<file path="config.mk">
export PLATFORM = sky130hd
export DESIGN_NAME = wp_status_guard
export DESIGN_NICKNAME = d
export VERILOG_FILES = /design/src/rtl/wpg_pkg.sv /design/src/rtl/wpg_enable_latch.sv /design/src/rtl/wpg_protect_reg.sv /design/src/rtl/wpg_grant.sv /design/src/rtl/wp_status_guard.sv
export SDC_FILE = /design/constraint.sdc
export NUM_CORES = 1
export LEC_CHECK = 0
export ABC_CLOCK_PERIOD_IN_PS = 2100
export BUFFER_PORTS_ARGS = -buffer_cell sky130_fd_sc_hd__buf_4
export CAP_MARGIN = 20
export CORE_AREA = 10 10 47 49
export DETAILED_ROUTE_END_ITERATION = 8
export DIE_AREA = 0 0 57 59
export MAX_ROUTING_LAYER = met4
export PLACE_DENSITY = 0.67
export SYNTH_ARGS = -nofsm -noshare
export SYNTH_HDL_FRONTEND = slang
export SYNTH_SLANG_ARGS = --single-unit
</file>
<file path="constraint.sdc">
create_clock -name clk -period 2.1 [get_ports clk]
set_input_delay 0.21 -clock clk [delete_from_list [all_inputs] [get_ports clk]]
set_output_delay 0.21 -clock clk [all_outputs]
set_load 0.02 [all_outputs]
</file>
<file path="src/rtl/wpg_pkg.sv">
package wpg_pkg;

    typedef logic [1:0] prot_level_t;

    typedef struct packed {
        logic       set_en;
        logic       clr_en;
        logic       done;
        logic       busy;
    } latch_ctl_t;

    localparam logic [7:0] STATUS_BUSY = 8'hFF;
    localparam logic [3:0] STATUS_PAD  = 4'hF;

    // Nested upper ranges: quarter, half, whole array.
    function automatic logic addr_locked(input prot_level_t lvl, input logic [1:0] top2);
        case (lvl)
            2'd0:    return 1'b0;
            2'd1:    return top2 == 2'b11;
            2'd2:    return top2[1];
            default: return 1'b1;
        endcase
    endfunction

endpackage

</file>
<file path="src/rtl/wpg_enable_latch.sv">
module wpg_enable_latch
    import wpg_pkg::*;
(
    input  logic       clk,
    input  logic       rst,
    input  latch_ctl_t ctl,
    output logic       enabled
);
    always_ff @(posedge clk) begin
        if (rst)
            enabled <= 1'b0;
        else if (ctl.done || (ctl.clr_en && !ctl.busy))
            enabled <= 1'b0;
        else if (ctl.set_en && !ctl.busy)
            enabled <= 1'b1;
    end
endmodule

</file>
<file path="src/rtl/wpg_protect_reg.sv">
module wpg_protect_reg
    import wpg_pkg::*;
#(
    parameter prot_level_t INIT = 2'd0
) (
    input  logic        clk,
    input  logic        rst,
    input  logic        load,
    input  prot_level_t next_level,
    output prot_level_t level
);
    always_ff @(posedge clk) begin
        if (rst)
            level <= INIT;
        else if (load)
            level <= next_level;
    end
endmodule

</file>
<file path="src/rtl/wpg_grant.sv">
module wpg_grant
    import wpg_pkg::*;
#(
    parameter int ADDR_W = 9
) (
    input  logic              wp_high,
    input  logic              busy,
    input  logic              enabled,
    input  prot_level_t       level,
    input  logic              data_req,
    input  logic [ADDR_W-1:0] data_addr,
    input  logic              status_req,
    output logic              data_ok,
    output logic              data_no,
    output logic              status_ok,
    output logic              status_no
);
    localparam int TOP = ADDR_W - 1;

    logic permitted;
    logic locked;

    always_comb begin
        permitted = wp_high && enabled && !busy;
        locked    = addr_locked(level, data_addr[TOP -: 2]);
        data_ok   = data_req && permitted && !locked;
        data_no   = data_req && !data_ok;
        status_ok = status_req && permitted;
        status_no = status_req && !status_ok;
    end
endmodule

</file>
<file path="src/rtl/wp_status_guard.sv">
module wp_status_guard
    import wpg_pkg::*;
#(
    parameter int          ADDR_W    = 9,
    parameter prot_level_t PROT_INIT = 2'd0
) (
    input  logic              clk,
    input  logic              rst,
    input  logic              wp_high,
    input  logic              busy,
    input  logic              cycle_done,
    input  logic              cmd_set_en,
    input  logic              cmd_clr_en,
    input  logic              cmd_status_wr,
    input  logic [7:0]        status_wdata,
    input  logic              cmd_data_wr,
    input  logic [ADDR_W-1:0] data_addr,
    output logic              data_grant,
    output logic              data_deny,
    output logic              status_grant,
    output logic              status_deny,
    output logic [7:0]        status_byte
);
    latch_ctl_t  ctl;
    logic        enabled;
    prot_level_t level;

    assign ctl = '{set_en: cmd_set_en, clr_en: cmd_clr_en, done: cycle_done, busy: busy};

    wpg_enable_latch u_latch (
        .clk     (clk),
        .rst     (rst),
        .ctl     (ctl),
        .enabled (enabled)
    );

    wpg_protect_reg #(.INIT(PROT_INIT)) u_level (
        .clk        (clk),
        .rst        (rst),
        .load       (status_grant),
        .next_level (status_wdata[3:2]),
        .level      (level)
    );

    wpg_grant #(.ADDR_W(ADDR_W)) u_grant (
        .wp_high    (wp_high),
        .busy       (busy),
        .enabled    (enabled),
        .level      (level),
        .data_req   (cmd_data_wr),
        .data_addr  (data_addr),
        .status_req (cmd_status_wr),
        .data_ok    (data_grant),
        .data_no    (data_deny),
        .status_ok  (status_grant),
        .status_no  (status_deny)
    );

    always_comb begin
        if (busy)
            status_byte = STATUS_BUSY;
        else
            status_byte = {STATUS_PAD, level, enabled, 1'b0};
    end
endmodule

</file>
==> run metrics, run 1 <==
status=complete, no violations; largest area contributor in the netlist=dfxtp_1; Area Growth Syn to Fin=62.0%; GPL Wtd Cong=0.656; Core Area=1400 sq um; CTS tree=built; Worst Path Required=1890 ps; sequential element share of the synthesized area=23.4%; most numerous cell in the Yosys netlist=buf_4; Die Y=59 um; flops & latches, synth=3; DR vias=256; largest net degree at the start of global routing=9; Final Hold Fails=0; P per Cell Area=517 nW/um^2; critical path type=flip-flop to primary output; routed length per placed instance=11.2 um; dpl hpwl=693 um; Fin Setup TNS=0 ps; post-synth top area share=23.4%; Yosys Warn Count=0; DRC viols=0; Final Skew=4.07 ps; fin crit period=1330 ps; synth unique cells=17; postcts setup bufs=0; top post-synthesis cells by count=buf_4 (5), nand2b_1 (4), dfxtp_1 (3), or2_2 (3); Power, Total=0.215 mW; Final #Nets=79; ratio of final minimum period to clock period=63.5%; Skew-Pair Late Insertion Delay=230 ps; Via density=3.76; leakage=0.213 nW; ys flop type=dfxtp_1; die footprint=3360 sq um; GRT Resource Usage Total=4.76%; CTS root buffer=clkbuf_4; ANT nets after route=0; Worst Hold Path Cells=3; Total Wirelength=764 um; IO Port Bufs=20; Slew Viols, Final=0; max cap viols=0; Peak VDD IR=0.000195 V; initial cell density of the core=18.3%; reg2reg path depth=2; vias in the first global route=287; syn avg cell area=8.27 sq um; CTS Buf Count=3; pre-CTS setup slack=974 ps; Remaining Overflow, GRT=0; clock sink total=3; cts repair resizes=0; Min-Delay Path Class=input pin to flip-flop; startpoint types=flip-flop; initial antenna violation count=0; FP Rows=14; post-synthesis cell count=31; I/O pins=38; Post-synth EDFFs=0; Achievable Freq=0.750 GHz; # diodes=0; Synth async-reset ratio=0%; layout cell share with drive strength beyond 1=53.8%; detailed-router iteration count before antenna repair=2; die width=57 um; CTS hold repair buffers=0; Worst EP arrival=1120 ps; unrepaired setup endpoints after global routing=false; initial DRC count=2; Mapped Area=256 sq um; Setup Viol. Count Final=0; Critical Path Sink Type=primary output; top post-synthesis cells by area=dfxtp_1 (23%), buf_4 (15%), nand2b_1 (9.8%); crit path max fanout=4; post-route setup slack=767 ps; CTS H-tree lvls=1; Clock Pin Slew Worst Setup and Hold Paths=40 ps; first-pass GRT wire length=1.22 mm; clk buf depth=2
==> report_power, final <==
part           leakage [nW]  total (mW)  switching [mW]  internal (mW)
clock                0.0150       0.102          0.0303         0.0713
sequential           0.0242      0.0586        0.000630         0.0580
combinational         0.174      0.0545          0.0259         0.0287
total                 0.213       0.215          0.0568          0.158
==> critical path, stage by stage (launching register included) <==
cell	delay [ps]
dfxtp_1	320
o21ai_0	220
and4_1	210
buf_4	140
==> per-stage QoR <==
step                      hold WS, ps  cell area [sq um]  instances  utilization, %
after global placement            470                389         64            27.8
final                             229                415         68            29.6
after detailed placement          472                389         64            27.8
after floorplan                   365                268         34               -
after CTS                         221                415         68            29.6
after global routing              235                415         68            29.6
==> area by class of cell <==
cell class	instances	area [sq um]
repair buffers	20	150
clock buffers	4	26.3
well taps	16	20.0
flip-flops and latches	3	60.1
inverters	2	7.51
multi-input cells	23	151
fillers	164	986
==> sequential cells by signal, summed over array words and instances, names as in the netlist <==
register / count
u_level.level: 2
u_latch.enabled: 1
==> cells by family after synthesis <==
family / Yosys count / synth area share, %
multiplexers: 2 / 7.81
buffers and inverters: 8 / 22.0
AND/OR/NAND/NOR: 14 / 36.6
AO/OA/AOI/OAI: 3 / 8.78
other: 1 / 1.46
flip-flops: 3 / 23.4
==> cell usage in the layout, fill, tap and decap left out <==
cell,synthesis,final
a31oi_1,1,1
and3b_2,1,1
and4_1,1,1
and4b_1,1,1
buf_4,5,20
clkbuf_1,0,1
clkbuf_4,0,3
conb_1,1,4
dfxtp_1,3,3
inv_1,2,2
mux2i_1,2,2
nand2b_1,4,4
nand3_1,1,1
nor2_1,1,1
nor2b_1,2,2
o21ai_0,1,1
o221a_2,1,1
or2_2,3,3
==> per-layer routing <==
metal	track usage, %	up-vias	share of wire, %
met3	2.79	0	9.7
met1	5.71	104	47
li1	-	136	-
met5	-	-	0
met4	3.02	0	0
met2	5.74	16	43
==> path summary, 6_finish.rpt <==
kind	startpoint	to	slack (ps)
worst max-delay path	u_level.level[0]	data_grant	770
worst min-delay path	cycle_done	u_latch.enabled	230
worst max register to register	u_latch.enabled	u_level.level[0]	1180
worst min register to register	u_level.level[1]	u_level.level[1]	490
Note: power is estimated with default switching activity, not from simulation.
==> inputs of run 2 (changes only) <==
ABC_AREA = 1   (was unset)
ABC_CLOCK_PERIOD_IN_PS = 1300   (was 2100)
PLACE_DENSITY = 0.66   (was 0.67)
clock period = 1.3 ns   (was 2.1 ns; I/O delays follow)
==> run metrics, run 2 <==
status=complete, no violations (unchanged); # diodes=0 (unchanged); top post-synthesis cells by count=nand2_1 (13), inv_1 (9), buf_4 (5) (was buf_4 (5), nand2b_1 (4), dfxtp_1 (3), or2_2 (3)); clk buf depth=2 (unchanged); largest area contributor in the netlist=dfxtp_1 (unchanged); IO Port Bufs=20 (unchanged); Remaining Overflow, GRT=0 (unchanged); Worst EP arrival=1070 ps (was 1120 ps); Clock Pin Slew Worst Setup and Hold Paths=40 ps (about the same); Setup Viol. Count Final=0 (unchanged); FP Rows=14 (unchanged); top post-synthesis cells by area=dfxtp_1 (24%), nand2_1 (19%), buf_4 (15%) (was dfxtp_1 (23%), buf_4 (15%), nand2b_1 (9.8%)); ratio of final minimum period to clock period=92.3%; Max stage delay on crit path=340 ps (was 320 ps); Final Hold Fails=0 (unchanged); Core Area=1400 sq um (unchanged); largest net degree at the start of global routing=6 (was 9); detailed-router iteration count before antenna repair=2 (unchanged); die footprint=3360 sq um (unchanged); max reg flops=2 (unchanged); CTS hold repair buffers=0 (unchanged); most common cell after layout, fill and taps aside=buf_4 (unchanged); leakage=0.262 nW (was 0.213 nW); hold slack=117 ps (was 229 ps); post-synth top area share=23.5% (was 23.4%); GRT Resource Usage Total=5.30% (was 4.76%); die width=57 um (unchanged); pre-CTS setup slack=283 ps (was 974 ps); Peak VDD IR=0.000216 V (was 0.000195 V); CTS tree=built (unchanged); Worst Path Required=1170 ps (was 1890 ps); clock sink total=3 (unchanged); Die Y=59 um (unchanged); initial cell density of the core=18.2% (was 18.3%); Min-Delay Path Class=input pin to flip-flop (unchanged); Skew-Pair Late Insertion Delay=230 ps (about the same); layout cell share with drive strength beyond 1=40.3% (was 53.8%); syn avg cell area=5.67 sq um (was 8.27 sq um); P per Cell Area=824 nW/um^2 (was 517 nW/um^2); postcts setup bufs=0 (unchanged); dpl hpwl=733 um (was 693 um); fin util=30.8% (was 29.6%); initial DRC count=1 (was 2); Slew Viols, Final=0 (unchanged); crit path buf inv count=1 (unchanged); ys flop type=dfxtp_1 (unchanged); ANT nets after route=0 (unchanged); crit-path cells=nand2_1 -> nor2_4 -> and3_1 -> buf_4 (was o21ai_0 -> and4_1 -> buf_4); crit path max fanout=5 (was 4); fin crit period=1200 ps; GPL Wtd Cong=0.729 (was 0.656); max cap viols=0 (unchanged); Power, Total=0.356 mW (was 0.215 mW); startpoint types=flip-flop (unchanged); Final Skew=1.87 ps (was 4.07 ps); most numerous cell in the Yosys netlist=nand2_1 (was buf_4); filler cell count=175 (was 164); Achievable Freq=0.833 GHz; I/O pins=38 (unchanged); CTS root buffer=clkbuf_4 (unchanged); Fin Setup TNS=0 ps (unchanged); Post-synth EDFFs=0 (unchanged); Total Wirelength=831 um (was 764 um); Mapped Area=255 sq um (was 256 sq um); flops & latches, synth=3 (unchanged); cts repair resizes=0 (unchanged); post-synthesis cell count=45 (was 31); vias in the first global route=324 (was 287); CTS Buf Count=3 (unchanged); DRC viols=0 (unchanged); first-pass GRT wire length=1.37 mm (was 1.22 mm); Area Growth Syn to Fin=69.1% (was 62.0%); crit-path leading delay family=simple AND/OR/NAND/NOR gates (was flip-flops); Synth async-reset ratio=0% (unchanged); critical path type=flip-flop to primary output (unchanged); Yosys Warn Count=0 (unchanged); CP max-delay cell=dfxtp_2 (was dfxtp_1); Top Registers=u_level.level x2, u_latch.enabled x1 (unchanged); Top reg by flops=u_level.level (unchanged); initial antenna violation count=0 (unchanged); CTS H-tree lvls=1 (unchanged); routed length per placed instance=10.0 um (was 11.2 um); Via density=3.76 (about the same); DR vias=312 (was 256); Final #Nets=94 (was 79); post-route setup slack=99.7 ps (was 767 ps); most frequent cells in the layout=buf_4 (20), nand2_1 (13), inv_1 (9) (was buf_4 (20), nand2b_1 (4), conb_1 (4)); sequential element share of the synthesized area=23.5% (was 23.4%); synth unique cells=14 (was 17); Critical Path Sink Type=primary output (unchanged); unrepaired setup endpoints after global routing=false (unchanged)
==> run 2: cell count changes after synthesis, sizes merged, moves of 2 or more <==
cell,previous run,this run
nand2,0,13
inv,2,10
nand2b,4,0
nor2,1,5
a21oi,0,2
mux2i,2,0
nor2b,2,0
or2,3,1
==> run 2: kinds of logic after synthesis <==
| kind of cell | synth area share, % |
|---|---|
| buffers and inverters | 29.4 |
| DFF | 23.5 |
| and+or+nand+nor | 38.7 |
| other | 1.47 |
| AOI/OAI and AO/OA | 6.86 |
==> run 2: routing by layer <==
layer	wire length [um]	share of wire, %	vias to the layer above	GRT usage, %
li1	-	-	169	-
met1	324	39	126	5.01
met2	410	49	15	8.06
met3	83	10	2	2.79
met4	12	1.4	0	4.03
met5	0	0	-	-
==> run 2: worst paths after layout <==
| path | from | endpoint | slack (ps) | depth (start not counted) |
|---|---|---|---|---|
| min | cycle_done | u_latch.enabled | 120 | 4 |
| min reg2reg | u_latch.enabled | u_latch.enabled | 510 | 2 |
| max reg2reg | u_latch.enabled | u_level.level[1] | 470 | 5 |
| max | u_latch.enabled | data_grant | 100 | 4 |
==> run 2: final cells by class <==
cell class	count	area [sq um]	share of cell area (%)
Timing Repair Buffer	20	150	34.8
Multi-Input combinational cell	30	136	31.6
Tap cell	16	20.0	4.64
Clock buffer	4	26.3	6.09
Inverter	10	37.5	8.70
Sequential cell	3	61.3	14.2
==> run 2: report_power, final <==
group / switching (mW) / internal, mW / leakage (nW) / total [mW]
Combinational: 0.0495 / 0.0445 / 0.222 / 0.0940
Sequential: 0.000965 / 0.0941 / 0.0247 / 0.0951
Clock: 0.0515 / 0.115 / 0.0150 / 0.167
Total: 0.102 / 0.254 / 0.262 / 0.356
==> run 2: worst reg2reg max path, cell delays in order (launching register included) <==
cell     delay, ps
dfxtp_2        340
nand2_1         80
nor2_4         120
nand3_1         90
nand2_1         70
nor2_1          30
==> run 2: per-stage QoR <==
stage / std cells / instance area, sq um
6_report: 83 / 432
3_5_place_dp: 79 / 399
4_1_cts: 83 / 425
3_3_place_gp: 79 / 399
5_1_grt: 83 / 432
2_1_floorplan: 48 / 267
